--- src/rtl/qirq_pkg.sv ---
package qirq_pkg;

    localparam int NQ_HALF     = 32;
    localparam int FLAG_W      = 4;
    localparam int SRC_W       = 4;
    localparam int DW          = 32;
    localparam int AW          = 4;
    localparam int SRC_PER_REG = DW / SRC_W;
    localparam int NSRC_REG    = NQ_HALF / SRC_PER_REG;
    localparam int IDX_W       = $clog2(NQ_HALF);

    localparam logic [AW-1:0] RA_SRC0   = 4'd0;
    localparam logic [AW-1:0] RA_EN_LO  = 4'd4;
    localparam logic [AW-1:0] RA_ST_LO  = 4'd6;
    localparam logic [AW-1:0] RA_TOP_LO = 4'd8;

    typedef enum logic [1:0] {
        FLG_EMPTY       = 2'd0,
        FLG_NEAR_EMPTY  = 2'd1,
        FLG_NEAR_FULL   = 2'd2,
        FLG_FULL        = 2'd3
    } flag_sel_e;

    typedef struct packed {
        logic      rsvd;
        logic      inv;
        flag_sel_e sel;
    } src_fld_t;

    // selected flag of one queue, optionally inverted
    function automatic logic pick_cond(src_fld_t f, logic [FLAG_W-1:0] flags);
        return flags[f.sel] ^ f.inv;
    endfunction

    // reserved bit of every packed field is never stored
    function automatic logic [DW-1:0] strip_rsvd(logic [DW-1:0] v);
        logic [DW-1:0] r;
        r = v;
        for (int i = 0; i < SRC_PER_REG; i++) begin
            r[i*SRC_W + SRC_W - 1] = 1'b0;
        end
        return r;
    endfunction

endpackage

--- src/rtl/qirq_src_bank.sv ---
module qirq_src_bank
    import qirq_pkg::*;
#(
    parameter int NQ = NQ_HALF,
    parameter int FW = FLAG_W,
    parameter int W  = DW,
    localparam int NREG = NQ / (W / SRC_W)
) (
    input  logic              clk,
    input  logic              rst,
    input  logic [NREG-1:0]   wr_sel,
    input  logic [W-1:0]      wdata,
    input  logic [NQ*FW-1:0]  flags,
    output logic [NQ-1:0]     cond,
    output logic [NREG*W-1:0] regs_o
);

    for (genvar r = 0; r < NREG; r++) begin : g_reg
        logic [W-1:0] reg_q;
        always_ff @(posedge clk) begin
            if (rst) begin
                reg_q <= '0;
            end else if (wr_sel[r]) begin
                reg_q <= strip_rsvd(wdata);
            end
        end
        assign regs_o[r*W +: W] = reg_q;
    end

    // field of queue q lands at flat offset q*SRC_W
    for (genvar q = 0; q < NQ; q++) begin : g_cond
        src_fld_t fld;
        assign fld     = src_fld_t'(regs_o[q*SRC_W +: SRC_W]);
        assign cond[q] = pick_cond(fld, flags[q*FW +: FW]);
    end

endmodule

--- src/rtl/qirq_half.sv ---
module qirq_half #(
    parameter int NQ = 32
) (
    input  logic          clk,
    input  logic          rst,
    input  logic [NQ-1:0] cond,
    input  logic          en_we,
    input  logic          st_we,
    input  logic [NQ-1:0] wdata,
    output logic [NQ-1:0] en_o,
    output logic [NQ-1:0] stat_o,
    output logic [NQ-1:0] rise_o,
    output logic          irq
);

    logic [NQ-1:0] prev_q;
    logic [NQ-1:0] en_q;
    logic [NQ-1:0] st_q;
    logic [NQ-1:0] set_v;
    logic [NQ-1:0] clr_v;

    assign rise_o = cond & ~prev_q;
    assign set_v  = rise_o & en_q;
    assign clr_v  = st_we ? wdata : '0;

    always_ff @(posedge clk) begin
        if (rst) begin
            prev_q <= '0;
            en_q   <= '0;
            st_q   <= '0;
        end else begin
            prev_q <= cond;
            st_q   <= (st_q & ~clr_v) | set_v;
            if (en_we) begin
                en_q <= wdata;
            end
        end
    end

    assign en_o   = en_q;
    assign stat_o = st_q;
    assign irq    = |(st_q & en_q);

endmodule

--- src/rtl/qirq_top_find.sv ---
module qirq_top_find #(
    parameter int NQ = 32,
    localparam int IW = $clog2(NQ)
) (
    input  logic [NQ-1:0] pend,
    output logic          vld,
    output logic [IW-1:0] idx
);

    always_comb begin
        vld = 1'b0;
        idx = '0;
        for (int i = 0; i < NQ; i++) begin
            if (pend[i]) begin
                vld = 1'b1;
                idx = IW'(i);
            end
        end
    end

endmodule

--- src/rtl/qirq_ctrl.sv ---
module qirq_ctrl
    import qirq_pkg::*;
#(
    parameter int NQ = NQ_HALF,
    parameter int W  = DW,
    parameter int A  = AW,
    localparam int NREG = NQ / (W / SRC_W),
    localparam int IW   = $clog2(NQ)
) (
    input  logic                clk,
    input  logic                rst,
    input  logic                bus_we,
    input  logic [A-1:0]        bus_addr,
    input  logic [W-1:0]        bus_wdata,
    output logic [W-1:0]        bus_rdata,
    input  logic [NQ*FLAG_W-1:0] lo_flags,
    input  logic [NQ-1:0]       hi_avail,
    output logic                irq_lo,
    output logic                irq_hi
);

    logic [NREG-1:0]   src_sel;
    logic [NREG*W-1:0] src_regs;
    logic [NQ-1:0]     cond_v  [2];
    logic [NQ-1:0]     en_v    [2];
    logic [NQ-1:0]     stat_v  [2];
    logic [NQ-1:0]     rise_v  [2];
    logic              irq_v   [2];
    logic              top_vld [2];
    logic [IW-1:0]     top_idx [2];

    for (genvar r = 0; r < NREG; r++) begin : g_dec
        assign src_sel[r] = bus_we && (bus_addr == A'(int'(RA_SRC0) + r));
    end

    qirq_src_bank #(.NQ(NQ), .FW(FLAG_W), .W(W)) u_bank (
        .clk    (clk),
        .rst    (rst),
        .wr_sel (src_sel),
        .wdata  (bus_wdata),
        .flags  (lo_flags),
        .cond   (cond_v[0]),
        .regs_o (src_regs)
    );

    assign cond_v[1] = hi_avail;

    for (genvar h = 0; h < 2; h++) begin : g_half
        logic en_we;
        logic st_we;
        assign en_we = bus_we && (bus_addr == A'(int'(RA_EN_LO) + h));
        assign st_we = bus_we && (bus_addr == A'(int'(RA_ST_LO) + h));

        qirq_half #(.NQ(NQ)) u_half (
            .clk    (clk),
            .rst    (rst),
            .cond   (cond_v[h]),
            .en_we  (en_we),
            .st_we  (st_we),
            .wdata  (bus_wdata[NQ-1:0]),
            .en_o   (en_v[h]),
            .stat_o (stat_v[h]),
            .rise_o (rise_v[h]),
            .irq    (irq_v[h])
        );

        qirq_top_find #(.NQ(NQ)) u_find (
            .pend (stat_v[h] & en_v[h]),
            .vld  (top_vld[h]),
            .idx  (top_idx[h])
        );
    end

    assign irq_lo = irq_v[0];
    assign irq_hi = irq_v[1];

    always_comb begin
        bus_rdata = '0;
        for (int r = 0; r < NREG; r++) begin
            if (bus_addr == A'(int'(RA_SRC0) + r)) begin
                bus_rdata = src_regs[r*W +: W];
            end
        end
        for (int h = 0; h < 2; h++) begin
            if (bus_addr == A'(int'(RA_EN_LO) + h)) begin
                bus_rdata = W'(en_v[h]);
            end
            if (bus_addr == A'(int'(RA_ST_LO) + h)) begin
                bus_rdata = W'(stat_v[h]);
            end
            if (bus_addr == A'(int'(RA_TOP_LO) + h)) begin
                bus_rdata          = '0;
                bus_rdata[W-1]     = top_vld[h];
                bus_rdata[IW-1:0]  = top_idx[h];
            end
        end
    end

endmodule

--- config.mk ---
export PLATFORM = sky130hd
export DESIGN_NAME = qirq_ctrl
export DESIGN_NICKNAME = d
export VERILOG_FILES = /design/src/rtl/qirq_pkg.sv /design/src/rtl/qirq_src_bank.sv /design/src/rtl/qirq_half.sv /design/src/rtl/qirq_top_find.sv /design/src/rtl/qirq_ctrl.sv
export SDC_FILE = /design/constraint.sdc
export NUM_CORES = 1
export LEC_CHECK = 0
export ABC_AREA = 1
export BUFFER_PORTS_ARGS = -buffer_cell sky130_fd_sc_hd__buf_2
export CAP_MARGIN = 20
export CORE_ASPECT_RATIO = 1.5
export CORE_MARGIN = 2
export CORE_UTILIZATION = 55
export DETAILED_ROUTE_END_ITERATION = 6
export PLACE_DENSITY = 0.83
export SLEW_MARGIN = 20
export SYNTH_ARGS = -nofsm -noshare
export SYNTH_HDL_FRONTEND = slang
export SYNTH_SLANG_ARGS = --single-unit
--- constraint.sdc ---
create_clock -name clk -period 2.6 [get_ports clk]
set_input_delay 0.52 -clock clk [delete_from_list [all_inputs] [get_ports clk]]
set_output_delay 0.52 -clock clk [all_outputs]
set_load 0.03 [all_outputs]
==> impl_metrics.ini <==
[global_route]
antenna_found_initial = 3
gr-total-overflow = 0
grtUsageTotal_pct = 37.1
grt_max_degree = 135
grt_pass1_vias = 14400
grt_pass1_wl_um = 73400

[timing]
slew-limit-headroom_pct = 52.4
fin_skew_ps = 10.8
layout_setup_ws_ps = -834
tns_ps = -3050
setup_viol = 21
tightest_slew_ps = 713
period_minus_slack_ps = 3430
rsz0062_at_grt = yes
fmax_mhz = 291
fin_crit_sh_pct = 132
maxSlewViolCount = 0
final_hold_viol_count = 0

[clock_tree]
path_clk_slew_ps = 60
cts_root_buf = clkbuf_16
cts_sinks = 288
h-tree-depth = 1
cts_buffer_depth = 3
insertion_delay_ps = 550
cts_tree = built
hold_buffers = 0
cts_buffers = 28

[logic_synthesis]
synthesis.area_sq_um = 13200
ys_seq_area_share_pct = 43.6
yosysWarnings = 0
synthesis.area_per_instance_sq_um = 6.96
synthTopCellsByArea = dfxtp_1 44%, nand2_1 10%, o21ai_1 9.9%
synthCells = 1900
synth_cell_types = 36
netlist.area_leader.share_pct = 43.6
synth_seq_cells = 288
yosys.area.top_type = dfxtp_1
synth_nets = 2099

[placement]
place.port_buffers = 232
gp_congestion = 0.971
dpl.hpwl_um = 33800
place_ws_ps = -377

[power]
p_per_area_nw_per_um2 = 568
vdd_drop_max_mv = 0.538
leakage_nw = 7.57

[floorplanning]
dieArea_sq_um = 25300
die_y_um = 194
rows = 69
die_w_um = 131
coreArea_sq_um = 23700
initial_utilization_pct = 55.9
io_pins = 233

[detailed_routing]
wl_met1_um = 16300
top_layer = met4
firstDrtPassIters = 6
met2_length_um = 24100
drc_errors = 0
wl_per_cell_um = 19.4
vias_per_cell = 5.89
routed_wl_um = 49100
via_count = 14900
ant_nets = 0
dr_wl_met3_um = 3540
drt_iter0_drc = 1146

[critical_path]
critPathArrivalTime_ps = 2910
critical_path_class = flop to primary output
path_common_cell = nand2_1
worstSetupStartpoint = g_half[0].u_half.en_o[1]$_SDFFE_PP0P_
crit_fanout = 2
slowest_stage = dfxtp_2
worstSetupStartpointType = flop
r2r_start = u_bank.g_reg[2].reg_q[12]$_SDFFE_PP0P_
cp.required_ps = 2080
slowest_delay_ps = 320
end_kind = primary output

[layout]
layout-drive-gt1-share_pct = 27.9
syn_to_final_growth_pct = 32.6
layout.nets = 2389

[min_path]
min_path_type = primary input to flop
worstHoldStart = hi_avail[17]

[outcome]
violations = negative setup slack
status = complete, but fails checks

[job]
drv_cap = 0
[sequential cells by signal (all words and copies together) (netlist names)]
name	cells
g_half.u_half.prev_q	64
g_half.u_half.en_o	64
u_bank.g.reg_q	96
g_half.u_half.stat_o	64
[cell families after synthesis]
group / after synthesis / share of synthesized area [%]
buffers and inverters: 334 / 9.48
XOR/XNOR: 32 / 2.12
flip-flops: 288 / 43.6
AO/OA/AOI/OAI: 672 / 28.1
AND/OR/NAND/NOR: 574 / 16.7
[Yosys cell counts]
cell	count
a2111oi_0	1
a2111oi_1	1
a21boi_0	1
a21boi_1	1
a21oi_1	246
a221oi_1	4
a311oi_1	1
a31oi_1	2
a32o_1	22
a32oi_1	3
buf_1	10
buf_2	1
clkbuf_1	81
dfxtp_1	288
inv_1	203
inv_2	39
nand2_1	360
nand2_2	6
nand2_4	1
nand3_1	12
nand3_2	1
nand4_1	2
nor2_1	187
nor3_1	3
nor3_2	1
nor4_1	1
o2111ai_1	8
o211ai_1	28
o21ai_0	32
o21ai_1	263
o221ai_1	1
o22ai_1	50
o31ai_1	1
o41ai_1	7
xnor2_1	2
xor2_1	30
[repair_timing]
item                                    CTS  global route
buffers inserted                         13            16
endpoints found under the setup margin   27            31
resized for setup                       117           176
pin swaps                                33            67
[worst max-delay path, delay by kind of cell (launching register included)]
kind / cells / cell delay [ps]
buffers and inverters: 2 / 190
DFF: 1 / 320
and+or+nand+nor: 35 / 1860
[stage by stage]
stage | power [mW] | hold WS, ps | utilization, % | instance area (sq um) | instances
finish | 9.96 | 185 | 74.2 | 17500 | 2531
global route | 10.2 | 187 | 74.2 | 17500 | 2531
CTS | 9.86 | 180 | 71.1 | 16800 | 2514
global placement | 5.64 | 403 | 64.7 | 15300 | 2451
floorplan | 5.17 | 397 | - | 13200 | 1900
detailed placement | 5.66 | 419 | 64.7 | 15300 | 2451
[where the power goes]
group	switching, mW	internal [mW]
sequential	0.0671	4.55
clock	1.74	2.52
combinational	0.690	0.394
[path summary, 6_finish.rpt]
check / depth (start not counted) / slack [ps] / endpoint
max: 37 / -830 / bus_rdata[0]
min: 3 / 190 / g_half[1].u_half.prev_q[17]$_SDFF_PP0_
max reg2reg: 7 / 910 / g_half[0].u_half.stat_o[19]$_SDFF_PP0_
min reg2reg: 1 / 420 / g_half[0].u_half.stat_o[8]$_SDFF_PP0_
[area by class of cell]
cell class / instances / area [sq um]
repair buffers: 352 / 2430
clock inverters: 9 / 120
diodes: 2 / 5.00
multi-input cells: 1278 / 7020
fillers: 1764 / 6110
inverters: 242 / 941
well taps: 319 / 399
clock buffers: 41 / 841
flip-flops and latches: 288 / 5780
[per-layer routing]
| metal | vias up | global-route usage, % |
|---|---|---|
| li1 | 6924 | - |
| met1 | 6846 | 38.3 |
| met2 | 841 | 63.9 |
| met3 | 303 | 5.33 |
| met4 | 0 | 32.1 |
| met5 | - | 0 |
[placed cells by master, fill, tap and decap left out, drive strengths merged, types with 8 or more instances in the layout]
cell	count
clkbuf	41
dfxtp	288
nand3	13
buf	352
o211ai	28
o21ai	295
a21oi	246
o22ai	50
a32o	22
nor2	187
inv	242
xor2	30
o2111ai	8
nand2	367
No activity file was read; power rests on OpenSTA's default activity.
